## config.mk

```make
export PLATFORM = sky130hd
export DESIGN_NAME = reload_timer
export DESIGN_NICKNAME = d
export VERILOG_FILES = /design/src/rtl/reload_timer_pkg.sv /design/src/rtl/reload_timer_regs.sv /design/src/rtl/reload_timer_core.sv /design/src/rtl/reload_timer_irq.sv /design/src/rtl/reload_timer.sv
export SDC_FILE = /design/constraint.sdc
export NUM_CORES = 1
export LEC_CHECK = 0
export ABC_AREA = 1
export CORE_AREA = 2 2 92 76
export CTS_BUF_LIST = sky130_fd_sc_hd__clkbuf_4
export DETAILED_ROUTE_END_ITERATION = 6
export DIE_AREA = 0 0 94 78
export SETUP_SLACK_MARGIN = 0.2
export SYNTH_ARGS = -nofsm -noshare
export SYNTH_HDL_FRONTEND = slang
export SYNTH_SLANG_ARGS = --single-unit
```

## constraint.sdc

```tcl
create_clock -name clk -period 2.6 [get_ports clk]
set_input_delay 0.65 -clock clk [delete_from_list [all_inputs] [get_ports clk]]
set_output_delay 0.65 -clock clk [all_outputs]
set_load 0.03 [all_outputs]
```

## src/rtl/reload_timer_pkg.sv

```systemverilog
package reload_timer_pkg;

  localparam int REG_ADDR_W = 2;

  localparam logic [REG_ADDR_W-1:0] ADDR_CTRL   = 2'd0;
  localparam logic [REG_ADDR_W-1:0] ADDR_BUFFER = 2'd1;
  localparam logic [REG_ADDR_W-1:0] ADDR_COUNT  = 2'd2;

  localparam int CTRL_RUN_BIT  = 0;
  localparam int CTRL_LOAD_BIT = 1;
  localparam int CTRL_AUTO_BIT = 2;
  localparam int CTRL_BITS     = 3;

  typedef struct packed {
    logic autorl;
    logic load;
    logic run;
  } ctrl_t;

  function automatic ctrl_t ctrl_from_bits(input logic [CTRL_BITS-1:0] b);
    ctrl_t c;
    c.run    = b[CTRL_RUN_BIT];
    c.load   = b[CTRL_LOAD_BIT];
    c.autorl = b[CTRL_AUTO_BIT];
    return c;
  endfunction

  function automatic logic [CTRL_BITS-1:0] ctrl_to_bits(input ctrl_t c);
    logic [CTRL_BITS-1:0] b;
    b = '0;
    b[CTRL_RUN_BIT]  = c.run;
    b[CTRL_LOAD_BIT] = c.load;
    b[CTRL_AUTO_BIT] = c.autorl;
    return b;
  endfunction

endpackage

```

## src/rtl/reload_timer_regs.sv

```systemverilog
module reload_timer_regs
  import reload_timer_pkg::*;
#(
  parameter int CNT_W = 16
) (
  input  logic                  clk,
  input  logic                  rst_n,
  input  logic                  wr_i,
  input  logic [REG_ADDR_W-1:0] addr_i,
  input  logic [CNT_W-1:0]      wdata_i,
  input  logic [CNT_W-1:0]      count_i,
  output ctrl_t                 ctrl_o,
  output logic [CNT_W-1:0]      buf_o,
  output logic [CNT_W-1:0]      rdata_o
);

  localparam int PAD_W = CNT_W - CTRL_BITS;

  logic ctrl_we;
  logic buf_we;

  assign ctrl_we = wr_i && (addr_i == ADDR_CTRL);
  assign buf_we  = wr_i && (addr_i == ADDR_BUFFER);

  always_ff @(posedge clk) begin
    if (!rst_n) begin
      ctrl_o <= '0;
      buf_o  <= '0;
    end else begin
      if (ctrl_we) ctrl_o <= ctrl_from_bits(wdata_i[CTRL_BITS-1:0]);
      if (buf_we)  buf_o  <= wdata_i;
    end
  end

  always_comb begin
    case (addr_i)
      ADDR_CTRL:   rdata_o = {{PAD_W{1'b0}}, ctrl_to_bits(ctrl_o)};
      ADDR_BUFFER: rdata_o = buf_o;
      ADDR_COUNT:  rdata_o = count_i;
      default:     rdata_o = '0;
    endcase
  end

endmodule

```

## src/rtl/reload_timer_core.sv

```systemverilog
module reload_timer_core
  import reload_timer_pkg::*;
#(
  parameter int CNT_W = 16
) (
  input  logic             clk,
  input  logic             rst_n,
  input  ctrl_t            ctrl_i,
  input  logic [CNT_W-1:0] buf_i,
  input  logic             tick_i,
  output logic [CNT_W-1:0] count_o,
  output logic             load_evt_o,
  output logic             dec_evt_o,
  output logic             expire_evt_o,
  output logic             halted_o
);

  function automatic logic [CNT_W-1:0] step_down(input logic [CNT_W-1:0] v);
    return v - CNT_W'(1);
  endfunction

  function automatic logic [CNT_W-1:0] after_expiry(input logic autorl,
                                                    input logic [CNT_W-1:0] b);
    return autorl ? b : '0;
  endfunction

  logic             step;
  logic             at_zero;
  logic [CNT_W-1:0] count_d;
  logic             halted_d;

  assign at_zero      = (count_o == '0);
  assign load_evt_o   = ctrl_i.load;
  assign step         = ctrl_i.run && tick_i && !ctrl_i.load;
  assign dec_evt_o    = step && !at_zero;
  assign expire_evt_o = step && at_zero && !halted_o;

  always_comb begin
    count_d  = count_o;
    halted_d = halted_o;
    if (load_evt_o) begin
      count_d  = buf_i;
      halted_d = 1'b0;
    end else if (dec_evt_o) begin
      count_d  = step_down(count_o);
    end else if (expire_evt_o) begin
      count_d  = after_expiry(ctrl_i.autorl, buf_i);
      halted_d = !ctrl_i.autorl;
    end
  end

  always_ff @(posedge clk) begin
    if (!rst_n) begin
      count_o  <= '0;
      halted_o <= 1'b0;
    end else begin
      count_o  <= count_d;
      halted_o <= halted_d;
    end
  end

endmodule

```

## src/rtl/reload_timer_irq.sv

```systemverilog
module reload_timer_irq (
  input  logic clk,
  input  logic rst_n,
  input  logic expire_i,
  output logic irq_o
);

  always_ff @(posedge clk) begin
    if (!rst_n) irq_o <= 1'b0;
    else        irq_o <= expire_i;
  end

endmodule

```

## src/rtl/reload_timer.sv

```systemverilog
module reload_timer
  import reload_timer_pkg::*;
#(
  parameter int CNT_W = 16
) (
  input  logic                  clk,
  input  logic                  rst_n,
  input  logic                  reg_wr,
  input  logic [REG_ADDR_W-1:0] reg_addr,
  input  logic [CNT_W-1:0]      reg_wdata,
  output logic [CNT_W-1:0]      reg_rdata,
  input  logic                  tick_en,
  output logic                  irq_pulse
);

  ctrl_t            ctrl_w;
  logic [CNT_W-1:0] buf_w;
  logic [CNT_W-1:0] count_w;
  logic             load_evt;
  logic             dec_evt;
  logic             expire_evt;
  logic             halted_w;

  reload_timer_regs #(.CNT_W(CNT_W)) u_regs (
    .clk     (clk),
    .rst_n   (rst_n),
    .wr_i    (reg_wr),
    .addr_i  (reg_addr),
    .wdata_i (reg_wdata),
    .count_i (count_w),
    .ctrl_o  (ctrl_w),
    .buf_o   (buf_w),
    .rdata_o (reg_rdata)
  );

  reload_timer_core #(.CNT_W(CNT_W)) u_core (
    .clk          (clk),
    .rst_n        (rst_n),
    .ctrl_i       (ctrl_w),
    .buf_i        (buf_w),
    .tick_i       (tick_en),
    .count_o      (count_w),
    .load_evt_o   (load_evt),
    .dec_evt_o    (dec_evt),
    .expire_evt_o (expire_evt),
    .halted_o     (halted_w)
  );

  reload_timer_irq u_irq (
    .clk      (clk),
    .rst_n    (rst_n),
    .expire_i (expire_evt),
    .irq_o    (irq_pulse)
  );

endmodule

```

==> key figures <==
Logic synthesis
  – Mapped Cells: 329
  – Synth warnings: 0
  – Seq/Total Area, Yosys: about a third
  – Synth unique cells: 28
  – Top-area cell type share of the netlist area: between 30% and 40%
  – Most numerous cell in the Yosys netlist: nand2_1
  – Synth Flop Type: dfxtp_1
  – Post-synthesis mux area share: 0%
  – Main combinational cell family by area after synthesis: compound AO/OA/AOI/OAI gates
  – Synth top cells by count: nand2_1, inv_1, nor2_1
  – Synth top area cells: dfxtp_1, nand2_1, inv_1
  – Yosys reg bits: 37
  – Synth Area in XOR/XNOR: 2.41%
  – EDFF count, synth: 0
  – Post-synth ARST share: 0%
  – Syn_area_per_cell: around 6.6 um^2
  – Synth Area in Adders: 1.15%
  – Synth Area in Compound Gates: 25.6%
  – Syn nets: 353
  – Post-synthesis simple-gate area fraction: 24.7%
  – Netlist Area Pre-Place: 2180 um^2
  – Area leader, netlist: dfxtp_1

Clock network
  – Htree depth: 2
  – CTS Buffer Depth: 2
  – Worst skew pair latency: 0.36 ns
  – Setup repair bufs after CTS: 0
  – Clock slew seen by the registers of the worst setup and hold paths: 0.11 ns
  – Clock sink count: 37
  – CTS tree: built
  – Root buf cell: clkbuf_4
  – Cts bufs inserted: 5

Global routing
  – Met3 track demand over resource: 3.20%
  – Initial antenna violation count: 0
  – Vias in the first global route: approximately 2,200
  – Congestion Overflow GR: 0
  – First-pass GRT wire length: roughly 11 mm
  – GRT busiest layer: met2
  – Grt met2 use: a little over a quarter
  – GRT Total Usage: 18.3%
  – GRT met1 Usage: about 27%
  – Largest net degree at the start of global routing: 38

Placed design
  – Gpl congestion: between 0.8 and 0.9
  – Post-DP HPWL: 4.52 mm
  – I/O Buffers: 38

Final layout
  – Share of cells above drive strength 1: roughly 17%
  – Nets: 394
  – Area Overhead vs Synth: 26.4%
  – Inserted Diodes: 0

Power and ir drop
  – Static Leakage: about 1.2 nW
  – VDD IR max: 201 uV
  – Pwr/cell area: 605 nW/um^2

Floorplan
  – Die area: roughly 7300 um^2
  – Ports: 39
  – Die Ht: ~80 um
  – Die Span X: 94 um
  – Initial Util: 34.3%
  – Core Area: between 6000 and 7000 um^2
  – Row Count: 26

Hold path
  – Hold path start: u_regs.buf_o[12]$_SDFFE_PN0P_
  – Hold/Removal Path Class: register to register
  – Hold Path End: u_regs.buf_o[12]$_SDFFE_PN0P_
  – Cell count of the worst hold path: 2

Setup path
  – WP data arrival: 1.70 ns
  – FF-to-FF End: u_core.count_o[9]$_SDFFE_PN0P_
  – CP Capture Type: primary output
  – Reg2reg start: u_regs.ctrl_o[1]$_SDFFE_PN0P_
  – FF-to-FF setup slack: 0.63 ns
  – Worst reg2reg path depth: 8
  – CP startpoint kind: primary input
  – Critical Path RT: 1.95 ns
  – Critical path class: primary input to primary output
  – Critical Path Fanout Max: 10

STA
  – RSZ-0062 raised after global routing: yes
  – Max Slew Vio Count: 0
  – Rel. slew slack: between 60% and 70%
  – Layout Skew: 0.0192 ns
  – Number of setup violations in the final report: 0
  – Hold Slack: 0.479 ns
  – Final setup TNS: 0 ns
  – Least-Margin Pin Slew: 0.496 ns
  – Hold Vio Cnt, Final: 0
  – Highest Clock Rate: 425 MHz
  – Final Critical Period: 2.35 ns
  – Period utilization: between 90% and 100%

Routing
  – Detailed Routing Iterations Pass 1: 4
  – Vias per cell: 4.85
  – Via Count: 2,205
  – DRC viols: 0
  – Routed WL: 6.20 mm
  – Post-route ant nets: 0
  – Routed len/inst: roughly 14 um
  – DR iter-0 viols: 129

Outcome
  – Status: finished, final reports clean

Run
  – Max-cap viol count: 0
[state kept, by name (all words and copies together), names as in the netlist]
name	cells
u_irq.irq_o	1
u_regs.buf_o	16
u_regs.ctrl_o	3
u_core.halted_o	1
u_core.count_o	16
[power by group]
group / switching (mW) / leakage, nW / internal [mW]
Combinational: 0.315 / 0.816 / 0.186
Clock: 0.215 / 0.0558 / 0.303
Sequential: 0.0379 / 0.303 / 0.607
[cell usage in the layout, fill, tap and decap left out, types with 3 or more instances in the layout]
cell	count
a21oi_1	25
a21oi_2	4
buf_4	25
clkbuf_4	5
clkdlybuf4s50_1	20
dfxtp_1	37
inv_1	42
inv_2	3
nand2_1	45
nand3_1	19
nor2_1	40
nor2_2	9
o21ai_0	33
o21ai_1	23
o22ai_1	10
xor2_1	6
[logic make-up (layout without fill, tap and decap cells)]
logic type	Yosys count	in the layout
simple gates	121	121
flops	37	37
fa+ha+maj	2	2
buf+inv	61	103
compound gates	102	102
xor+xnor	6	6
[worst max-delay path by stage]
stage / start / endpoint / slack (ns)
floorplan: reg_addr[0] / reg_rdata[10] / 0.25
global placement: reg_addr[0] / reg_rdata[4] / 0.04
detailed placement: reg_addr[0] / reg_rdata[4] / 0.03
CTS: reg_addr[0] / reg_rdata[2] / 0.26
global route: reg_addr[0] / reg_rdata[15] / 0.18
finish: reg_addr[0] / reg_rdata[10] / 0.25
[stage by stage]
stage / power (mW) / cells / instance area [um^2] / setup slack [ns] / util [%]
floorplan: 1.01 / 329 / 2180 / 0.249 / -
global placement: 1.15 / 447 / 2610 / 0.0367 / 41.2
detailed placement: 1.15 / 447 / 2610 / 0.0280 / 41.2
CTS: 1.67 / 455 / 2750 / 0.259 / 43.4
global route: 1.78 / 455 / 2750 / 0.183 / 43.4
finish: 1.66 / 455 / 2750 / 0.247 / 43.4
[repair_timing]
action / 4_1_cts / 5_1_grt
gates cloned: 0 / 0
pin swaps: 1 / 0
endpoints found under the setup margin: 16 / 3
hold endpoints to repair: 0 / 0
gates resized for setup: 12 / 0
hold buffers: 0 / 0
[cell type report]
| type | count | area [um^2] |
|---|---|---|
| fill | 664 | 3590 |
| multi-input combinational | 231 | 1200 |
| sequential | 37 | 741 |
| timing repair buffer | 48 | 417 |
| inverter | 47 | 179 |
| tap | 84 | 105 |
| clock inverter | 3 | 68.8 |
| clock buffer | 5 | 37.5 |
[worst max-delay path, stage by stage]
cell and delay [ns]:
dlygate4sd2_1 0.26, inv_2 0.08, buf_4 0.13, nand2_2 0.06, buf_6 0.16, o22ai_1 0.18
buf_4 0.19
[per-layer routing]
| layer | part of all wire, % | vias to the layer above |
|---|---|---|
| li1 | - | 1160 |
| met1 | 51 | 989 |
| met2 | 42 | 44 |
| met3 | 4.6 | 12 |
| met4 | 2.1 | 0 |
| met5 | 0 | - |
(Power assumes the default switching activity.)
